[src/rtl/mdec_pkg.sv]
package mdec_pkg;

    // Decoder states. Eight states fill the 3-bit code space.
    typedef enum logic [2:0] {
        ST_WAIT_LO = 3'd0,  // waiting, no high sample seen yet
        ST_WAIT_HI = 3'd1,  // waiting, last sample high
        ST_EMIT_0  = 3'd2,  // second half just taken, bit was 0
        ST_EMIT_1  = 3'd3,  // second half just taken, bit was 1
        ST_HALF_HI = 3'd4,  // first half of a pair was high
        ST_HALF_LO = 3'd5,  // first half of a pair was low
        ST_ERR_LO  = 3'd6,  // violation seen, last sample low
        ST_ERR_HI  = 3'd7   // violation seen, one high sample so far
    } dstate_e;

    typedef struct packed {
        logic valid;
        logic data;
    } dout_t;

    localparam dout_t DOUT_IDLE = '{valid: 1'b0, data: 1'b0};

    // Transition function of the decoder.
    function automatic dstate_e step_state(input dstate_e cur, input logic smp);
        dstate_e nxt;
        unique case (cur)
            ST_WAIT_LO: nxt = smp ? ST_WAIT_HI : ST_WAIT_LO;
            ST_WAIT_HI: nxt = smp ? ST_WAIT_HI : ST_EMIT_0;
            ST_EMIT_0,
            ST_EMIT_1:  nxt = smp ? ST_HALF_HI : ST_HALF_LO;
            ST_HALF_HI: nxt = smp ? ST_WAIT_HI : ST_EMIT_0;
            ST_HALF_LO: nxt = smp ? ST_EMIT_1  : ST_ERR_LO;
            ST_ERR_LO:  nxt = smp ? ST_ERR_HI  : ST_ERR_LO;
            ST_ERR_HI:  nxt = smp ? ST_WAIT_HI : ST_ERR_LO;
            default:    nxt = ST_WAIT_LO;
        endcase
        return nxt;
    endfunction

    // Moore output decode.
    function automatic dout_t state_out(input dstate_e st);
        dout_t o;
        o = DOUT_IDLE;
        if (st == ST_EMIT_0) begin
            o.valid = 1'b1;
            o.data  = 1'b0;
        end else if (st == ST_EMIT_1) begin
            o.valid = 1'b1;
            o.data  = 1'b1;
        end
        return o;
    endfunction

    function automatic logic is_error(input dstate_e st);
        return (st == ST_ERR_LO) || (st == ST_ERR_HI);
    endfunction

endpackage

[src/rtl/mdec_fsm.sv]
module mdec_fsm
    import mdec_pkg::*;
(
    input  logic    clk,
    input  logic    rst,
    input  logic    smp,
    output dstate_e state_q,
    output dstate_e state_d
);

    always_comb begin
        state_d = step_state(state_q, smp);
    end

    always_ff @(posedge clk) begin
        if (rst) begin
            state_q <= ST_WAIT_LO;
        end else begin
            state_q <= state_d;
        end
    end


    lead_zero_chk: assert property (@(posedge clk) disable iff (rst)
        (state_q == ST_WAIT_HI && !smp) |=> (state_q == ST_EMIT_0));


    err_exit_chk: assert property (@(posedge clk) disable iff (rst)
        (state_q == ST_ERR_LO) |=> (state_q == ST_ERR_LO || state_q == ST_ERR_HI));

endmodule

[src/rtl/mdec_outreg.sv]
module mdec_outreg
    import mdec_pkg::*;
(
    input  logic    clk,
    input  logic    rst,
    input  dstate_e state_d,
    output logic    valid_q,
    output logic    data_q
);

    dout_t nxt_out;

    always_comb begin
        nxt_out = state_out(state_d);
    end

    always_ff @(posedge clk) begin
        if (rst) begin
            valid_q <= 1'b0;
            data_q  <= 1'b0;
        end else begin
            valid_q <= nxt_out.valid;
            data_q  <= nxt_out.data;
        end
    end


    single_pulse_chk: assert property (@(posedge clk) disable iff (rst)
        valid_q |=> !valid_q);


    data_qual_chk: assert property (@(posedge clk) disable iff (rst)
        !valid_q |-> !data_q);

endmodule

[src/rtl/manchester_decoder.sv]
module manchester_decoder
    import mdec_pkg::*;
(
    input  logic clk,
    input  logic rst,
    input  logic line_in,
    output logic data_out,
    output logic valid_out
);

    dstate_e state_q;
    dstate_e state_d;

    mdec_fsm u_fsm (
        .clk     (clk),
        .rst     (rst),
        .smp     (line_in),
        .state_q (state_q),
        .state_d (state_d)
    );

    mdec_outreg u_out (
        .clk     (clk),
        .rst     (rst),
        .state_d (state_d),
        .valid_q (valid_out),
        .data_q  (data_out)
    );


    err_quiet_chk: assert property (@(posedge clk) disable iff (rst)
        is_error(state_q) |-> !valid_out);


    high_pair_chk: assert property (@(posedge clk) disable iff (rst)
        ($past(line_in) && line_in) |=> !valid_out);


    lead_pulse_chk: assert property (@(posedge clk) disable iff (rst)
        (state_q == ST_WAIT_HI && !line_in) |=> (valid_out && !data_out));


    reset_out_chk: assert property (@(posedge clk)
        rst |=> (!valid_out && !data_out));

endmodule

[config.mk]
export PLATFORM = sky130hd
export DESIGN_NAME = manchester_decoder
export DESIGN_NICKNAME = d
export VERILOG_FILES = /design/src/rtl/mdec_pkg.sv /design/src/rtl/mdec_fsm.sv /design/src/rtl/mdec_outreg.sv /design/src/rtl/manchester_decoder.sv
export SDC_FILE = /design/constraint.sdc
export NUM_CORES = 1
export LEC_CHECK = 0
export BUFFER_PORTS_ARGS = -buffer_cell sky130_fd_sc_hd__buf_2
export CORE_AREA = 2 2 39 41
export DETAILED_ROUTE_END_ITERATION = 12
export DIE_AREA = 0 0 41 43
export GPL_TIMING_DRIVEN = 0
export SETUP_SLACK_MARGIN = 0.2
export SYNTH_ARGS = -nofsm -noshare
export SYNTH_HDL_FRONTEND = slang
export SYNTH_SLANG_ARGS = --single-unit
[constraint.sdc]
create_clock -name clk -period 0.9 [get_ports clk]
set_input_delay 0.09 -clock clk [delete_from_list [all_inputs] [get_ports clk]]
set_output_delay 0.09 -clock clk [all_outputs]
set_load 0.02 [all_outputs]
### After elaboration in Yosys (flattened, before gate mapping)

Index checks and enable logic that the tools add are counted.

| cells by class | value |
|---|---|
| reduce and logical (&&, ||, !) cells | 4 |
| muxes and demuxes | 9 |
| equal/unequal tests | 9 |

Operator list:

| operator | count |
|---|---|
| 3-bit one-hot mux with 6 select lines | 1 |
| 3-bit by 2-bit == test with 1-bit output (second input constant) | 4 |
| 3-bit == test (second input constant) | 4 |
| 2-bit 2-to-1 mux | 3 |
| 3-bit 2-to-1 mux | 2 |
| 2-bit OR reduction | 3 |
| 3-bit by 1-bit == test with 1-bit output (second input constant) | 1 |
| 3-bit zero test | 1 |
| 1-bit 2-to-1 mux | 3 |

| word-level totals | value |
|---|---|
| output and inout bits | 2 |
| register bits | 5 |
| bits of input ports | 3 |

### Logic depth before layout (Yosys ltp)

| logic depth | value |
|---|---|
| depth after elaboration | 6 |
| depth in mapped cells | 3 |

### Hierarchy

A second synthesis with hierarchy kept.

| unflattened totals | value |
|---|---|
| cells, all modules | 20 |
| area, all modules | 200.2 µm² |

Modules (own cells, without submodules):

| module | seq. area each (µm²) | instances | area each (µm²) | cells each |
|---|---|---|---|---|
| mdec_fsm | 60.1 | 1 | 140.1 | 16 |
| mdec_outreg | 40.0 | 1 | 60.1 | 4 |

### Least setup slack after synthesis

OpenSTA, ideal clock, no wires.

| timing | value |
|---|---|
| path kind | register to register |
| start | register u_fsm.state_q[2] |
| end | register u_out.valid_q |
| setup time | 0.103 ns |
| clock period less this slack | 0.954 ns |
| arrival time | 0.850 ns |
| data required time | 0.797 ns |
| buffers on the path | 0 |
| slack | -0.054 ns |
| cell stages (with the launch flop) | 4 |
| cell sequence | dfxtp_1 xor2_1 nor2_1 a2111oi_2 |

| between the ends | value |
|---|---|
| longest elaborated chain between the ends | 6 |
| elaborated cells between the ends (all ways) | 15 |

RTL lines:

| item | RTL line | text |
|---|---|---|
| start, declared | mdec_fsm.sv:7 | `output dstate_e state_q,` |
| start signal, assigned | mdec_fsm.sv:19 | `state_q <= state_d;` |
| 3-bit by 1-bit == test with 1-bit output, or another cell as far along | mdec_pkg.sv:25 | `unique case (cur)` |
| 2-bit OR reduction, on equally long branches | -- |  |
| 3-bit one-hot mux with 6 select lines * | mdec_pkg.sv:25 |  |
| 3-bit by 2-bit == test with 1-bit output | mdec_pkg.sv:46 | `end else if (st == ST_EMIT_1) begin` |
| 2-bit 2-to-1 mux | mdec_pkg.sv:46 |  |
| 2-bit 2-to-1 mux * | mdec_pkg.sv:43 | `if (st == ST_EMIT_0) begin` |
| end signal, assigned | mdec_outreg.sv:22 | `valid_q <= nxt_out.valid;` |
| end, declared | mdec_outreg.sv:7 | `output logic valid_q,` |

Every way passes the cells marked *; elsewhere a longest branch is shown, timed or not.
A chain may end at the register's enable or synchronous reset.

### Worst setup path in the final report

| timing | value |
|---|---|
| start | register u_fsm.state_q[2] |
| end | register u_fsm.state_q[0] |

| between the ends | value |
|---|---|
| longest elaborated chain between the ends | 3 |
| elaborated cells between the ends (all ways) | 11 |

RTL lines:

| item | RTL line |
|---|---|
| 3-bit by 1-bit == test with 1-bit output, or another cell as far along | mdec_pkg.sv:25 |
| 2-bit OR reduction, on equally long branches | -- |
| 3-bit one-hot mux with 6 select lines * | mdec_pkg.sv:25 |

Marked as above.

==> metrics.md <==
| Metric | Value |
|---|---|
| Sequential-to-total area share from yosys stat | 48.2% |
| Die Height | 43 um |
| CP Capture Type | flip-flop |
| Grt peak-use layer | met2 |
| Initial DRC count | 1 |
| CP arrival | 1.01 ns |
| IO Pins | 5 |
| Lkg Pwr | 0.123 nW |
| Adder-cell share of the synthesized area | 0% |
| Die W | 41 um |
| Largest family of logic cells by synthesized area | simple AND/OR/NAND/NOR gates |
| Initial cell density of the core | 15.0% |
| Wire per inst | 8.18 um |
| TritonRoute pass-1 iters | 2 |
| Peak Freq | 1130 MHz |
| Tcrit/Tclk final | 98.1% |
| Crit path depth | 3 |
| Placed instance area | 255 um2 |
| Syn_area_per_cell | 9.89 um2 |
| Multi-input logic area | 119 um2 |
| Clock Sinks | 5 |
| CTS tree | yes |
| WS Path Type | flip-flop to flip-flop |
| CTS buffer count | 3 |
| Port Buffers | 4 |
| Multiplexer area fraction after synthesis | 0% |
| Final setup vio count | 0 |
| Vias in the first global route | 197 |
| Post-synthesis xor/xnor area fraction | 8.43% |
| Number of hold violations in the final report | 0 |
| Compound-Gate Fraction of Synth Area | 18.1% |
| Met2 usage | 8.44% |
| Hold Path Depth | 2 |
| Final Cell Area | 307 um2 |
| Via count | 174 |
| Overall routed net length | 368 um |
| Status | finished, final reports clean |
| CP Launch Type | flip-flop |
| Layout area overhead | 47.6% |
| Setup Skew | 0.00161 ns |
| Row count | 14 |
| Clock buffer depth | 2 |
| Buffers plus inverters on the worst setup path | 0 |
| Core area | 0.00138 mm2 |
| Warning count from the yosys run | 0 |
| Diode count | 0 |
| Die area | 0.00176 mm2 |
| Total power | 0.548 mW |
| Worst EP required | 1.03 ns |
| Antenna Violating Nets Remaining | 0 |
| Nets@finish | 33 |
| Hold Path Class | input port to flip-flop |
| Simple-gate share of the synthesized area | 25.3% |
| Area of the mapped netlist | 208 um2 |
| CTS root buf | clkbuf_4 |
| VDD IR max | 0.678 mV |
| Mapped Nets | 24 |
| Slew @ Worst Pin | 0.238 ns |
| Distinct cells, synth | 14 |
| Hold Buf Count CTS | 0 |
| Fillcell total | 160 |
| Largest net degree at the start of global routing | 7 |
| Max Cap Viol | 0 |
| Drt drc | 0 |
| Worst skew pair latency | 0.24 ns |
| Flops & latches, synth | 5 |
| Fin crit period | 0.883 ns |
| First-pass GRT wire length | 793 um |
| Met3 usage | 7.85% |
| GRT met1 Usage | 8.12% |
| Fin. max-slew vios | 0 |
| Worst-path maximum fanout | 5 |
| DP Wirelength | 261 um |
| RSZ-0062 raised after global routing | true |
| Initial antenna violation count | 0 |
| Cell at the slowest stage of the critical path | dfxtp_4 |
| Reg2reg path depth | 3 |
| CP top delay family | flip-flops |
| Power Density | 1790 mW/mm2 |
| Gate Count Post-Synth | 21 |
| Routability Congestion | 0.717 |
| GRT Total Usage | 7.05% |
| Share of cells above drive strength 1 | 58.6% |
| FF+latch area | 109 um2 |
| GR Overflow Total | 0 |
| Worst path cell trace | and2b_2, xnor2_1, nor2_1 |
| Slew headroom | 84.1% |
| Post-CTS setup repair buffer count | 0 |
| Via-to-Cell Ratio | 3.87 |
| Worst stage delay on the critical path | 0.36 ns |
| Clk slew on worst S/H paths | 0.04 ns |
| H-tree level count | 1 |
==> layer usage <==
layer | vias to the layer above | wire length [um] | share of wire [%]
met5 | - | 0 | 0
met4 | 0 | 0 | 0
met3 | 0 | 49 | 13
met2 | 8 | 161 | 44
met1 | 77 | 157 | 43
li1 | 89 | - | -
==> cells in the mapped netlist, drive strengths merged <==
master / number / area (um2)
dfxtp: 5 / 100
a21oi: 2 / 10.0
and2b: 2 / 16.3
nand2: 2 / 7.51
nor2: 2 / 7.51
a2111oi: 1 / 15.0
nor2b: 1 / 6.26
nor4b: 1 / 8.76
o21ai: 1 / 5.00
o21bai: 1 / 7.51
or2: 1 / 6.26
xnor2: 1 / 8.76
xor2: 1 / 8.76
==> cell families (layout without fill, tap and decap cells) <==
family	count (synthesis)	after routing
XOR/XNOR	2	2
AO/OA/AOI/OAI	5	5
buffers and inverters	0	8
flip-flops	5	5
AND/OR/NAND/NOR	9	9
==> registers in the layout, indices dropped and copies added, names as in the netlist <==
signal and cells:
u_fsm.state_q 3, u_out.data_q 1, u_out.valid_q 1
==> final cells by class <==
class	instances	area share, %
tap	16	6.53
multi-input combinational	16	38.8
clock buffer	4	8.57
sequential	5	35.5
timing repair buffer	4	10.6
==> path summary, 6_finish.rpt <==
check                                                    to                   startpoint  slack (ns)
worst max-delay path            u_fsm.state_q[0]$_SDFF_PP0_  u_fsm.state_q[2]$_SDFF_PP0_        0.02
worst min-delay path            u_fsm.state_q[2]$_SDFF_PP0_                          rst        0.08
worst max register to register  u_fsm.state_q[0]$_SDFF_PP0_  u_fsm.state_q[2]$_SDFF_PP0_        0.02
worst min register to register     u_out.valid_q$_SDFF_PP0_  u_fsm.state_q[1]$_SDFF_PP0_        0.48
==> layout by cell type (no fill, tap or decap) <==
cell / count
o21ai_0: 1
a2111oi_2: 1
nor2b_1: 1
clkbuf_1: 1
clkbuf_4: 3
and2b_2: 1
nor4b_2: 1
buf_6: 2
buf_2: 2
nand2_1: 1
dfxtp_2: 4
or2_4: 1
and2b_1: 1
xor2_1: 1
dfxtp_4: 1
nor2_1: 2
o21bai_1: 1
a21oi_1: 2
nand2_2: 1
xnor2_1: 1
==> through the flow <==
step	instances	hold slack (ns)	utilization, %	setup TNS, ns	worst slack [ns]
2_1_floorplan	21	0.152	-	0	0.0632
4_1_cts	45	0.0665	21.6	0	0.0125
3_5_place_dp	41	0.327	18.4	0	0.00149
3_3_place_gp	41	0.320	18.4	0	0.00474
5_1_grt	45	0.0923	22.2	-0.164	-0.0687
6_report	45	0.0807	22.2	0	0.0167
==> power by group <==
group	switching (mW)	internal, mW
clock	0.0889	0.167
sequential	0.0106	0.232
combinational	0.0232	0.0261
total	0.123	0.426
==> what timing repair did <==
item / in CTS / in global routing
setup endpoints to repair: 7 / 7
gates resized for setup: 7 / 2
pin swaps: 1 / 0
hold endpoints to repair: 0 / 0
Power figures use the tool's default switching activity.
